--- src/rtl/gpio_bank_pkg.sv ---
package gpio_bank_pkg;

  typedef enum logic [2:0] {
    REG_RAISE   = 3'd0,
    REG_LOWER   = 3'd1,
    REG_RELEASE = 3'd2,
    REG_STATE   = 3'd3,
    REG_INOPEN  = 3'd4
  } reg_sel_e;

  typedef struct packed {
    logic raise;
    logic lower;
    logic release_in;
    logic inopen;
    logic state_rd;
  } strobes_t;

  // Next value of an output latch: raise wins only because both can never
  // be decoded together; order kept explicit.
  function automatic logic next_level(input logic cur, input logic raise,
                                      input logic lower);
    if (raise)      return 1'b1;
    else if (lower) return 1'b0;
    else            return cur;
  endfunction

  // Next value of a direction bit: any drive write turns the pin around.
  function automatic logic next_dir(input logic cur, input logic drive,
                                    input logic release_in);
    if (drive)           return 1'b1;
    else if (release_in) return 1'b0;
    else                 return cur;
  endfunction

  // Level reported for one pin in the state register.
  function automatic logic seen_level(input logic oe, input logic latch,
                                      input logic synced, input logic open_in);
    if (oe) return latch;
    return synced & open_in;
  endfunction

endpackage

--- src/rtl/gpio_reg_decode.sv ---
module gpio_reg_decode
  import gpio_bank_pkg::*;
#(
  parameter int unsigned ADDR_W = 3
) (
  input  logic              wr_en,
  input  logic              rd_en,
  input  logic [ADDR_W-1:0] addr,
  output strobes_t          strobes
);

  function automatic logic hit(input logic [ADDR_W-1:0] a, input reg_sel_e sel);
    return a == ADDR_W'(sel);
  endfunction

  always_comb begin
    strobes.raise      = wr_en & hit(addr, REG_RAISE);
    strobes.lower      = wr_en & hit(addr, REG_LOWER);
    strobes.release_in = wr_en & hit(addr, REG_RELEASE);
    strobes.inopen     = wr_en & hit(addr, REG_INOPEN);
    strobes.state_rd   = rd_en & hit(addr, REG_STATE);
  end

endmodule

--- src/rtl/gpio_input_gate.sv ---
module gpio_input_gate (
  input  logic clk,
  input  logic rst_n,
  input  logic open_strobe,
  output logic open_in
);

  always_ff @(posedge clk or negedge rst_n) begin
    if (!rst_n)          open_in <= 1'b0;
    else if (open_strobe) open_in <= 1'b1;
  end

endmodule

--- src/rtl/gpio_pin_slice.sv ---
module gpio_pin_slice
  import gpio_bank_pkg::*;
#(
  parameter int unsigned SYNC_STAGES = 2
) (
  input  logic clk,
  input  logic rst_n,
  input  logic raise_hit,
  input  logic lower_hit,
  input  logic release_hit,
  input  logic pad_level,
  input  logic open_in,
  output logic latch_q,
  output logic oe_q,
  output logic level
);

  logic [SYNC_STAGES-1:0] sync_sh;

  always_ff @(posedge clk or negedge rst_n) begin
    if (!rst_n) sync_sh <= '0;
    else        sync_sh <= {sync_sh[SYNC_STAGES-2:0], pad_level};
  end

  always_ff @(posedge clk or negedge rst_n) begin
    if (!rst_n) begin
      latch_q <= 1'b0;
      oe_q    <= 1'b0;
    end else begin
      latch_q <= next_level(latch_q, raise_hit, lower_hit);
      oe_q    <= next_dir(oe_q, raise_hit | lower_hit, release_hit);
    end
  end

  assign level = seen_level(oe_q, latch_q, sync_sh[SYNC_STAGES-1], open_in);

endmodule

--- src/rtl/gpio_setclr_bank.sv ---
module gpio_setclr_bank
  import gpio_bank_pkg::*;
#(
  parameter int unsigned PINS        = 32,
  parameter int unsigned ADDR_W      = 3,
  parameter int unsigned SYNC_STAGES = 2
) (
  input  logic              clk,
  input  logic              rst_n,
  input  logic              wr_en,
  input  logic              rd_en,
  input  logic [ADDR_W-1:0] addr,
  input  logic [PINS-1:0]   wdata,
  output logic [PINS-1:0]   rdata,
  input  logic [PINS-1:0]   pin_in,
  output logic [PINS-1:0]   pin_out,
  output logic [PINS-1:0]   pin_oe
);

  strobes_t        strobes;
  logic            in_open_w;
  logic [PINS-1:0] state_vec;
  logic [PINS-1:0] rdata_q;

  gpio_reg_decode #(.ADDR_W(ADDR_W)) u_decode (
    .wr_en   (wr_en),
    .rd_en   (rd_en),
    .addr    (addr),
    .strobes (strobes)
  );

  gpio_input_gate u_gate (
    .clk         (clk),
    .rst_n       (rst_n),
    .open_strobe (strobes.inopen),
    .open_in     (in_open_w)
  );

  for (genvar n = 0; n < PINS; n++) begin : g_pin
    gpio_pin_slice #(.SYNC_STAGES(SYNC_STAGES)) u_slice (
      .clk         (clk),
      .rst_n       (rst_n),
      .raise_hit   (strobes.raise & wdata[n]),
      .lower_hit   (strobes.lower & wdata[n]),
      .release_hit (strobes.release_in & wdata[n]),
      .pad_level   (pin_in[n]),
      .open_in     (in_open_w),
      .latch_q     (pin_out[n]),
      .oe_q        (pin_oe[n]),
      .level       (state_vec[n])
    );
  end

  always_ff @(posedge clk or negedge rst_n) begin
    if (!rst_n)               rdata_q <= '0;
    else if (strobes.state_rd) rdata_q <= state_vec;
    else                       rdata_q <= '0;
  end

  assign rdata = rdata_q;

endmodule

--- config.mk ---
export PLATFORM = sky130hd
export DESIGN_NAME = gpio_setclr_bank
export DESIGN_NICKNAME = d
export VERILOG_FILES = /design/src/rtl/gpio_bank_pkg.sv /design/src/rtl/gpio_reg_decode.sv /design/src/rtl/gpio_input_gate.sv /design/src/rtl/gpio_pin_slice.sv /design/src/rtl/gpio_setclr_bank.sv
export SDC_FILE = /design/constraint.sdc
export NUM_CORES = 1
export LEC_CHECK = 0
export ABC_AREA = 1
export BUFFER_PORTS_ARGS = -buffer_cell sky130_fd_sc_hd__buf_2
export CORE_AREA = 2 2 128 130
export CTS_CLUSTER_SIZE = 24
export DETAILED_ROUTE_END_ITERATION = 10
export DIE_AREA = 0 0 130 132
export GPL_TIMING_DRIVEN = 0
export PLACE_DENSITY = 0.68
export SLEW_MARGIN = 20
export SYNTH_ARGS = -nofsm -noshare
export SYNTH_HDL_FRONTEND = slang
export SYNTH_SLANG_ARGS = --single-unit
--- constraint.sdc ---
create_clock -name clk -period 1.07 [get_ports clk]
set_input_delay 0 -clock clk [delete_from_list [all_inputs] [get_ports clk]]
set_output_delay 0 -clock clk [all_outputs]
set_load 0.01 [all_outputs]
==> key figures <==
Timing
  – Worst slew slack as a fraction of its limit: 0.536
  – Final setup viols: 3
  – Total negative setup slack: -56.6 ps
  – Number of hold-slack violations in the final timing report: 0
  – Share of the cycle needed by the critical path after routing: 1.03
  – RSZ-0062 raised after global routing: true
  – Number of max-slew violations in the final report: 0
  – Setup slack after layout: -32.3 ps
  – Final Skew: 17.3 ps
  – Slew @ Worst Pin: 696 ps
  – Fin crit period: 1100 ps
  – Max frequency: 0.907 GHz

Synthesis
  – Net count of the mapped netlist: 694
  – Mapped Avg Cell Area: 9.95 um2
  – Synth warnings: 0
  – Number of instances in the synthesized netlist: 623
  – Synthesis-stage register bit count: 161
  – Share of synthesized area occupied by flip-flops and latches: 0.650
  – Top cells by area in the synthesized netlist: sky130_fd_sc_hd__dfrtp_1 65%, sky130_fd_sc_hd__nand2_1 13%, sky130_fd_sc_hd__buf_4 7.9%, sky130_fd_sc_hd__nand3_1 5.2%, sky130_fd_sc_hd__nor2_1 2.5%
  – Post-synthesis instance area: 0.00620 mm2
  – Area fraction of the dominant cell type after synthesis: 0.650
  – Biggest area consumer among synthesized cells: sky130_fd_sc_hd__dfrtp_1
  – Post-synth cell types: 17

Placement
  – Total half-perimeter wirelength after legalization and detailed placement: 10.5 mm
  – Number of cells after detailed placement: 1006
  – Post-place instance area: 0.00733 mm2
  – Final weighted congestion in routability-driven placement: 0.739
  – Buffers on Ports: 166
  – Placement-stage worst setup slack: -275 ps

GRT
  – Overall Global Routing Usage: 0.208
  – Largest net degree at the start of global routing: 95
  – Vias in the first global route: 5280
  – Initial antenna violation count: 0
  – Gr ovfl total: 0
  – Global-route wire length before repair: 26.9 mm

Clocking
  – Later-pin clock latency in the skew report: 430 ps
  – Number of buffers created by CTS: 17
  – Cell at the root of the clock tree: sky130_fd_sc_hd__clkbuf_16
  – Max Buffers Root-to-Sink: 2
  – Clock-pin slew of the registers on the worst-case setup and hold paths: 70 ps
  – Depth of the CTS H-tree: 4
  – Clock tree from TritonCTS: yes
  – Number of clock sinks: 161

Setup path
  – Type of destination of the critical path: flip-flop
  – Startpoint of the worst setup timing path: u_gate.open_in$_DFFE_PN0P_
  – Required time of the critical path: 1370 ps
  – Critical path launch point type: flip-flop
  – Worst endpoint data arrival time: 1410 ps
  – Launching point of the worst reg2reg path: u_gate.open_in$_DFFE_PN0P_
  – Cell seen most often among critical-path stages: sky130_fd_sc_hd__nor2_1
  – Setup CP Type: reg2reg
  – Critical path peak fanout: 10
  – Critical path's slowest cell: sky130_fd_sc_hd__dfrtp_1
  – Series of cell instances along the critical path: buf_6, buf_12, nand2_1, nor2_1, a21oi_1, nor2_1
  – Delay of the slowest cell on the worst path: 370 ps

Route
  – First drt pass iteration count: 5
  – Average via count per standard cell: 4.59
  – Routed vias: 5153
  – Avg WL per Cell: 15.4 um
  – Antenna viol nets, final: 0
  – Remaining DRCs: 0
  – Initial detailed-routing violation count: 266
  – Final routed wirelength across all metal layers: 17.3 mm

Status
  – Violated checks: negative setup slack
  – Status: finished with violations

Cells and area
  – Area Overhead vs Synth: 49.6%
  – Finished Core Util: 0.590
  – Share of final-layout standard cells stronger than drive strength 1: 0.346
  – Number of nets in the finished design: 965
  – Most frequent cells in the layout: 206 x sky130_fd_sc_hd__nand2_1, 161 x sky130_fd_sc_hd__dfrtp_1, 114 x sky130_fd_sc_hd__buf_2
  – Count of non-filler cells in the finished layout: 1123
  – N_diodes: 0
  – Most frequent standard cell in the layout excluding fill and tap cells: sky130_fd_sc_hd__nand2_1
  – Area of all placed cells without fillers: 0.00927 mm2

Worst hold path
  – Origin of the worst min-delay path: rd_en
  – Min-delay worst type: in2reg

Power and ir drop
  – Static leakage power: 4.84 nW
  – Worst supply voltage drop on vdd: 0.00106 V
  – Power density over the cells: 1870 mW/mm2

Die
  – I/O pins: 167
  – Die area: 0.0172 mm2
  – Chip Width: 130 um
  – Initial standard-cell utilization of the core: 0.394
  – Std-Cell Core Area: 0.0157 mm2
  – Height of the chip: 132 um
  – Std cell rows: 46

Job
  – Maximum capacitance violations: 0
==> stage by stage <==
| stage | hold slack (ps) | power, W |
|---|---|---|
| 2_1_floorplan | -296 | 0.00889 |
| 3_3_place_gp | 108 | 0.00997 |
| 3_5_place_dp | 71.1 | 0.0101 |
| 4_1_cts | 13.9 | 0.0173 |
| 5_1_grt | 69.2 | 0.0181 |
| 6_report | 17.4 | 0.0173 |
==> cells by family (layout without fill, tap and decap cells) <==
kind of cell	count (synthesis)	count (layout)	share of synthesized area
AOI/OAI and AO/OA	33	33	0.0273
and+or+nand+nor	326	326	0.214
DFF	161	161	0.650
buffers and inverters	103	387	0.109
==> synthesized netlist by cell type <==
cell type                    n
sky130_fd_sc_hd__nor2_1     42
sky130_fd_sc_hd__nand3_1    64
sky130_fd_sc_hd__buf_4      65
sky130_fd_sc_hd__nand2_1   215
sky130_fd_sc_hd__dfrtp_1   161
sky130_fd_sc_hd__buf_6       3
sky130_fd_sc_hd__nor3_1      1
sky130_fd_sc_hd__and2_1      1
sky130_fd_sc_hd__nor2_2      1
sky130_fd_sc_hd__buf_2      16
sky130_fd_sc_hd__o21ai_0    11
sky130_fd_sc_hd__clkbuf_1    3
sky130_fd_sc_hd__inv_2       2
sky130_fd_sc_hd__a21oi_1    21
sky130_fd_sc_hd__a31o_2      1
sky130_fd_sc_hd__inv_1      14
sky130_fd_sc_hd__nor2_4      2
==> flip-flops by register name (all words and copies together) (netlist names) <==
name / flops
g_pin.u_slice.oe_q: 32
g_pin.u_slice.latch_q: 32
rdata: 32
u_gate.open_in: 1
g_pin.u_slice.sync_sh: 64
==> critical path: cells and delay by family (launching register included) <==
kind / cells / cell delay [ps]
AND/OR/NAND/NOR: 3 / 170
flip-flops: 1 / 370
buffers and inverters: 2 / 280
AO/OA/AOI/OAI: 1 / 150
==> layer usage <==
metal | GRT usage | share of wire | vias to the layer above
li1 | - | - | 2440
met1 | 0.254 | 0.41 | 2493
met2 | 0.340 | 0.50 | 193
met3 | 0.0625 | 0.069 | 27
met4 | 0.0902 | 0.020 | 0
met5 | 0 | 0 | -
==> path summary, 6_finish.rpt <==
check,to,slack (ps),depth (start not counted)
hold reg to reg,g_pin[22].u_slice.sync_sh[1]$_DFF_PN0_,340,0
setup reg to reg,rdata[7]$_DFF_PN0_,-30,6
setup / recovery,rdata[7]$_DFF_PN0_,-30,6
max in group asynchronous,rdata[25]$_DFF_PN0_,240,3
min in group asynchronous,g_pin[1].u_slice.sync_sh[0]$_DFF_PN0_,110,2
hold / removal,rdata[3]$_DFF_PN0_,20,5
==> where the power goes <==
part | internal (W) | switching, W | total (W)
logic | 0.00223 | 0.00170 | 0.00393
registers | 0.00672 | 0.000445 | 0.00716
clock network | 0.00372 | 0.00248 | 0.00620
==> cell type report <==
type,count,area (um2)
plain buffers,29,253
clock buffers,19,443
clock inverters,13,163
fillers,1316,6440
inverters,16,60.1
multi-input cells,359,1530
flip-flops and latches,161,4030
well taps,216,270
repair buffers,310,2520
==> timing repair <==
item                                   4_1_cts  5_1_grt
hold buffers                                73        0
pin swaps                                    0        1
endpoints found under the hold margin      190        0
resized for setup                           76       39
buffers inserted                            61        9
setup endpoints to repair                   94      139
No activity file was read; power rests on OpenSTA's default activity.
